===== config.mk =====
export PLATFORM = sky130hd
export DESIGN_NAME = cascade_irq_ctrl
export DESIGN_NICKNAME = d
export VERILOG_FILES = /design/src/rtl/cic_pkg.sv /design/src/rtl/cic_rst_sync.sv /design/src/rtl/cic_sampler.sv /design/src/rtl/cic_mask_reg.sv /design/src/rtl/cic_timer_latch.sv /design/src/rtl/cascade_irq_ctrl.sv
export SDC_FILE = /design/constraint.sdc
export NUM_CORES = 1
export LEC_CHECK = 0
export BUFFER_PORTS_ARGS = -buffer_cell sky130_fd_sc_hd__buf_2
export CORE_MARGIN = 8
export CORE_UTILIZATION = 54
export CTS_CLUSTER_DIAMETER = 40
export DETAILED_ROUTE_END_ITERATION = 16
export PLACE_DENSITY_LB_ADDON = 0.15
export SYNTH_ARGS = -nofsm -noshare
export SYNTH_HDL_FRONTEND = slang
export SYNTH_HIERARCHICAL = 1
export SYNTH_SLANG_ARGS = --single-unit

===== constraint.sdc =====
create_clock -name clk -period 5.5 [get_ports clk]
set_clock_uncertainty 0.05 [all_clocks]
set_input_delay 1.1 -clock clk [delete_from_list [all_inputs] [get_ports clk]]
set_output_delay 1.1 -clock clk [all_outputs]
set_load 0.005 [all_outputs]

===== src/rtl/cic_pkg.sv =====
package cic_pkg;

  localparam int CIC_ADDR_W = 5;

  typedef enum logic [2:0] {
    RA_L0_STAT   = 3'd0,
    RA_L0_MASK   = 3'd1,
    RA_L1_STAT   = 3'd2,
    RA_L1_MASK   = 3'd3,
    RA_MAP_STAT  = 3'd4,
    RA_MAP_MASK0 = 3'd5,
    RA_MAP_MASK1 = 3'd6,
    RA_TMR_CLR   = 3'd7
  } reg_idx_e;

  localparam int MSK_L0    = 0;
  localparam int MSK_L1    = 1;
  localparam int MSK_MAP0  = 2;
  localparam int MSK_MAP1  = 3;
  localparam int NUM_MASKS = 4;

  function automatic reg_idx_e mask_slot(input int m);
    case (m)
      MSK_L0:   return RA_L0_MASK;
      MSK_L1:   return RA_L1_MASK;
      MSK_MAP0: return RA_MAP_MASK0;
      default:  return RA_MAP_MASK1;
    endcase
  endfunction

endpackage


===== src/rtl/cic_rst_sync.sv =====
module cic_rst_sync (
  input  logic clk,
  input  logic arst_n,
  output logic srst_n
);
  logic [1:0] sync_q;
  logic [1:0] sync_d;

  always_comb sync_d = {sync_q[0], 1'b1};

  always_ff @(posedge clk or negedge arst_n) begin
    if (!arst_n) sync_q <= 2'b00;
    else         sync_q <= sync_d;
  end

  assign srst_n = sync_q[1];
endmodule


===== src/rtl/cic_sampler.sv =====
module cic_sampler #(
  parameter int W = 24
) (
  input  logic         clk,
  input  logic         rst_n,
  input  logic [W-1:0] d,
  output logic [W-1:0] q
);
  logic [W-1:0] q_r;

  always_ff @(posedge clk or negedge rst_n) begin
    if (!rst_n) q_r <= '0;
    else        q_r <= d;
  end

  assign q = q_r;
endmodule


===== src/rtl/cic_mask_reg.sv =====
module cic_mask_reg #(
  parameter int W = 8
) (
  input  logic         clk,
  input  logic         rst_n,
  input  logic         wr_en,
  input  logic [W-1:0] wdata,
  output logic [W-1:0] q
);
  logic [W-1:0] q_r;
  logic [W-1:0] q_d;

  always_comb q_d = wr_en ? wdata : q_r;

  always_ff @(posedge clk or negedge rst_n) begin
    if (!rst_n) q_r <= '0;
    else        q_r <= q_d;
  end

  assign q = q_r;
endmodule


===== src/rtl/cic_timer_latch.sv =====
module cic_timer_latch (
  input  logic clk,
  input  logic rst_n,
  input  logic tin,
  input  logic clr,
  output logic irq
);
  logic prev_q, prev_d;
  logic irq_q, irq_d;
  logic rise;

  always_comb begin
    rise   = tin & ~prev_q;
    prev_d = tin;
    // a fresh edge outranks a clear in the same cycle
    irq_d  = rise | (irq_q & ~clr);
  end

  always_ff @(posedge clk or negedge rst_n) begin
    if (!rst_n) begin
      prev_q <= 1'b0;
      irq_q  <= 1'b0;
    end else begin
      prev_q <= prev_d;
      irq_q  <= irq_d;
    end
  end

  assign irq = irq_q;
endmodule


===== src/rtl/cascade_irq_ctrl.sv =====
module cascade_irq_ctrl
  import cic_pkg::*;
#(
  parameter int GRP_W       = 8,
  parameter int TMR_N       = 2,
  parameter int DATA_W      = 32,
  parameter int L0_CASC_BIT = 7,
  parameter int L1_CASC_BIT = 3
) (
  input  logic                  clk,
  input  logic                  rst_n,
  input  logic [GRP_W-1:0]      l0_req,
  input  logic [GRP_W-1:0]      l1_req,
  input  logic [GRP_W-1:0]      map_req,
  input  logic [TMR_N-1:0]      timer_in,
  input  logic                  bus_wr,
  input  logic [CIC_ADDR_W-1:0] bus_addr,
  input  logic [DATA_W-1:0]     bus_wdata,
  output logic [DATA_W-1:0]     bus_rdata,
  output logic [1:0]            cpu_irq,
  output logic [TMR_N-1:0]      timer_irq
);
  localparam int RAW_W = 3 * GRP_W;

  logic             rst_sync_n;
  logic [RAW_W-1:0] raw_q;
  logic [GRP_W-1:0] map_q;
  logic [GRP_W-1:0] mask_q [NUM_MASKS];
  logic [GRP_W-1:0] grp_stat [2];
  logic [1:0]       casc_hit;
  logic [TMR_N-1:0] tmr_clr;
  logic [GRP_W-1:0] rd_grp;
  reg_idx_e         slot;

  cic_rst_sync u_rst (
    .clk    (clk),
    .arst_n (rst_n),
    .srst_n (rst_sync_n)
  );

  cic_sampler #(.W(RAW_W)) u_smp (
    .clk   (clk),
    .rst_n (rst_sync_n),
    .d     ({map_req, l1_req, l0_req}),
    .q     (raw_q)
  );

  assign slot  = reg_idx_e'(bus_addr[CIC_ADDR_W-1:2]);
  assign map_q = raw_q[2*GRP_W +: GRP_W];

  for (genvar m = 0; m < NUM_MASKS; m++) begin : g_mask
    logic we;
    assign we = bus_wr && (slot == mask_slot(m));
    cic_mask_reg #(.W(GRP_W)) u_mask (
      .clk   (clk),
      .rst_n (rst_sync_n),
      .wr_en (we),
      .wdata (bus_wdata[GRP_W-1:0]),
      .q     (mask_q[m])
    );
  end

  // second level: each masked view of the map group folds into one local bit
  assign casc_hit[0] = |(map_q & mask_q[MSK_MAP0]);
  assign casc_hit[1] = |(map_q & mask_q[MSK_MAP1]);

  for (genvar g = 0; g < 2; g++) begin : g_grp
    localparam int CB = (g == 0) ? L0_CASC_BIT : L1_CASC_BIT;
    localparam int MI = (g == 0) ? MSK_L0 : MSK_L1;
    assign grp_stat[g] = raw_q[g*GRP_W +: GRP_W] | (GRP_W'(casc_hit[g]) << CB);
    assign cpu_irq[g]  = |(grp_stat[g] & mask_q[MI]);
  end

  assign tmr_clr = (bus_wr && slot == RA_TMR_CLR) ? bus_wdata[TMR_N-1:0] : '0;

  for (genvar t = 0; t < TMR_N; t++) begin : g_tmr
    cic_timer_latch u_lat (
      .clk   (clk),
      .rst_n (rst_sync_n),
      .tin   (timer_in[t]),
      .clr   (tmr_clr[t]),
      .irq   (timer_irq[t])
    );
  end

  always_comb begin
    rd_grp = '0;
    case (slot)
      RA_L0_STAT:   rd_grp = grp_stat[0];
      RA_L0_MASK:   rd_grp = mask_q[MSK_L0];
      RA_L1_STAT:   rd_grp = grp_stat[1];
      RA_L1_MASK:   rd_grp = mask_q[MSK_L1];
      RA_MAP_STAT:  rd_grp = map_q;
      RA_MAP_MASK0: rd_grp = mask_q[MSK_MAP0];
      RA_MAP_MASK1: rd_grp = mask_q[MSK_MAP1];
      default:      rd_grp = '0;
    endcase
  end

  assign bus_rdata = DATA_W'(rd_grp);
endmodule


# Yosys cells after proc, flatten, opt, wreduce, memory -nomap -nowiden
# Index checks and enable logic that the tools add are counted.
# word_totals
reg_bits,62
in_bits,66
output_inout_bits,36
elab_cells,45
# op_classes
n_eq_ne,7
muxes,2
bitwise_logic,16
n_reduce_logical,10
# ops
operator,count
one-hot mux 8 bit (7 select lines),1
AND 8 bit,4
OR reduction 8 bit,4
"== test 3 bit, second input constant",4
bitwise OR 8 x 4 -> 8 bit,1
bitwise OR 8 bit,1
"== test 3 x 2 -> 1 bit, second input constant",2
logical AND 1 bit,5
AND 1 bit,4
NOT 1 bit,4
"== test 3 x 1 -> 1 bit, second input constant",1
zero test 3 bit,1
two-way mux 2 bit,1
bitwise OR 1 bit,2

# Depth between registers and ports, before layout
# logic_depth
depth_word,6
mapped_depth,7
depth_no_buf,4

# Hierarchy
# Netlist, hierarchy kept.
# modules_own_cells
module,n_inst,cells_each,area_each_um2,seq_area_each_um2
cic_mask_reg,4,17,331.6,200.2
cascade_irq_ctrl,1,120,902.1,0.0
cic_sampler,1,24,600.6,600.6
cic_timer_latch,2,5,70.1,50.0
cic_rst_sync,1,3,53.8,50.0

# Worst setup path before layout
# OpenSTA, ideal clock, no wires.
# synth_path
kind,input-to-output
startpoint,input port bus_addr[2]
endpoint,output port bus_rdata[7]
arrival_ns,1.924
required_ns,4.350
path_slack_ns,2.426
cell_stages,5
path_buffers,2
path_cell_list,buf_6 buf_8 nand2_1 mux4_2 o41ai_1
# synth_between
elab_chain_len,2
elab_cells_between_ends,8
classes_between,eq/ne: 6; mux: 1; reduce/logical: 1
# synth_rtl
item,line,rtl
"start, declared",cascade_irq_ctrl.sv:17,"input logic [CIC_ADDR_W-1:0] bus_addr,"
== test 3 bit (tied with other cells),cascade_irq_ctrl.sv:88,case (slot)
one-hot mux 8 bit (7 select lines) *,cascade_irq_ctrl.sv:88,
"end, declared",cascade_irq_ctrl.sv:19,"output logic [DATA_W-1:0] bus_rdata,"
# Every way passes the cells marked *; elsewhere a longest branch is shown, timed or not.

# Worst setup path in the final report
# Ends and elaborated chain as after synthesis.

==> flow_metrics.tcl <==
set metrics [dict create \
    die_y_um 90.8 \
    cts_hold_buf 0 \
    dr.pass1.iters 7 \
    leakage_nw 1.60 \
    fp.dieW_um 90.8 \
    synth-seq-cells 62 \
    routedWlPerCell_um 18.3 \
    netlist_top_cells_count "62 x dfrtp_1, 32 x mux2_4, 24 x buf_4" \
    grt_first_pass_wirelength_mm 10.7 \
    grt_max_degree 39 \
    io_buffers 51 \
    max_cap_viol_count 0 \
    tightest_slew_ns 0.664 \
    finalCriticalPeriod_ns 3.78 \
    timing.slew.headroom_pct 55.7 \
    status "complete, no violations" \
    cp_common_cell "buf_2" \
    syn-cell-area_um2 3020 \
    powerDensity_nw_per_um2 335 \
    critical_path_required_ns 4.35 \
    slew_violations 0 \
    clk_latency_ns 0.34 \
    path_cells "buf_2 -> mux2i_1 -> mux4_2 -> o41ai_1 -> buf_2" \
    cts_sinks 62 \
    drt_iter0_drc 173 \
    fmax_ghz 0.264 \
    finalInstanceArea_um2 3370 \
    power_mw 1.13 \
    path_depth 5 \
    grt_pass1_vias 2084 \
    place_hpwl_mm 4.67 \
    cts_tree "built" \
    cp_num_buf_inv 2 \
    ant_nets 0 \
    cts_resized 0 \
    ys_async_sr_fraction_pct 100 \
    cts_max_path_buffers 2 \
    viasPerCell 5.34 \
    gp_congestion 0.808 \
    core-area_um2 5470 \
    placed_area_um2 3200 \
    synth_warnings 6 \
    ys_seq_area_share_pct 51.3 \
    area_growth_pct 11.3 \
    finalCritPeriodShare_pct 68.8 \
    path_max_fanout 27 \
    grt_setup_unrepaired "false" \
    ys.flop_type "dfrtp_1" \
    end_kind "output pin" \
    synth_top_area_share_pct 51.3 \
    ys_top_cells_by_area "dfrtp_1 51%, mux2_4 16%, buf_4 6.0%" \
    critPathKind "input pin to output pin" \
    clk_pin_slew_ns 0.07 \
    initial_utilization_pct 55.2 \
    grt_antenna_before_repair 0 \
    hold_violations 0 \
    synthCells 225 \
    dieArea_um2 8250 \
    crit_family "buffers and inverters" \
    grt.total_usage_pct 16.8 \
    cts_buffers 9 \
    cpPeakStageDelay_ns 0.51 \
    synth_cell_type_count 37 \
    worst_slack_ns 1.72 \
    diodes 0 \
    fin_nets 344 \
    synth_top_area_cell "dfrtp_1" \
    vias 1894 \
    vdd_drop_max_uv 233 \
    h-tree-depth 3 \
    io-pin-count 102 \
    finalWirelength_mm 6.50 \
    synth.avg_cell_area_um2 13.4 \
    hold_path.class "flip-flop to async pin" \
    globalRouteOverflowTotal 0 \
    start_kind "input pin" \
    drc_errors 0 \
    worstPathArrival_ns 2.63 \
    worstRegToRegCells 1 \
    utilization_pct 61.5 \
    root_buffer "clkbuf_8" \
    cp_slowest_cell "buf_2" \
    synth_edf_count 0 \
    setup_tns_ns 0 \
    row_count 27 \
    layout-drive-gt1-share_pct 39.9 \
    yosys.cell_count.top_type "dfrtp_1" \
    pre_cts_slack_ns 1.75 \
    setup_viol 0 \
    cts_setup_buffers 0 \
]
[path summary, 6_finish.rpt]
check	startpoint	to	slack [ns]
worst max-delay path	bus_addr[2]	bus_rdata[7]	1.72
worst min-delay path	u_rst/sync_q[1]	g_tmr[0].u_lat/prev_q	0.20
worst max register to register	u_rst/sync_q[1]	g_mask[0].u_mask/q[7]	4.34
worst min register to register	u_rst/sync_q[1]	g_tmr[0].u_lat/prev_q	0.20
max in group asynchronous	u_rst/sync_q[1]	g_mask[0].u_mask/q[7]	4.34
min in group clk	u_rst/sync_q[0]	u_rst/sync_q[1]	0.30
[per-stage QoR]
step	cells	hold WS [ns]
after floorplan	248	0.281
after global placement	339	0.194
after detailed placement	339	0.222
after CTS	355	0.230
after global routing	355	0.255
final	355	0.198
[cell families (layout without fill, tap and decap cells)]
group	Yosys count	after routing	synth area share, %
mux	47	47	23.3
compound gates	38	38	9.31
flops	62	62	51.3
other cells	2	25	0.248
simple gates	33	33	5.42
buf+inv	43	78	10.3
[final cells by class]
class,instances,area (um^2)
Clock buffer,10,128
Clock inverter,6,38.8
Fill cell,477,2110
Inverter,7,26.3
Multi-Input combinational cell,143,1240
Sequential cell,62,1550
Tap cell,72,90.1
Timing Repair Buffer,55,285
[power breakdown]
part	switching [mW]	internal (mW)	leakage (nW)
clock network	0.176	0.161	0.0820
registers	0.0561	0.520	0.728
logic	0.0831	0.130	0.794
[sequential cells by signal (all words and copies together) (netlist names)]
| name | count |
|---|---|
| g_mask.u_mask/q | 32 |
| g_tmr.u_lat/irq | 2 |
| u_rst/sync_q | 2 |
| g_tmr.u_lat/prev_q | 2 |
| u_smp/q | 24 |
[cells in the final DEF (no fill, tap or decap), types with 2 or more instances in the layout]
cell | Yosys | layout
a21oi_1 | 14 | 14
o22ai_2 | 2 | 2
clkbuf_8 | 0 | 9
buf_2 | 4 | 51
conb_1 | 2 | 25
a22oi_1 | 6 | 6
dfrtp_1 | 62 | 61
nand2_1 | 4 | 4
mux4_2 | 6 | 6
nor3b_1 | 2 | 2
mux2i_1 | 9 | 9
nor2_1 | 14 | 14
inv_1 | 7 | 7
nand2b_1 | 3 | 3
mux2_4 | 32 | 32
nand3b_1 | 2 | 2
clkinv_2 | 0 | 3
a222oi_1 | 4 | 4
clkinvlp_4 | 0 | 2
buf_4 | 24 | 4
nand3_1 | 4 | 4
[metal layers]
metal	GRT usage, %	up-vias	part of all wire (%)
li1	-	861	-
met1	20.6	953	46
met2	25.6	71	47
met3	6.73	9	6.2
met4	6.82	0	1.2
met5	0	-	0
No activity file was read; power rests on OpenSTA's default activity.
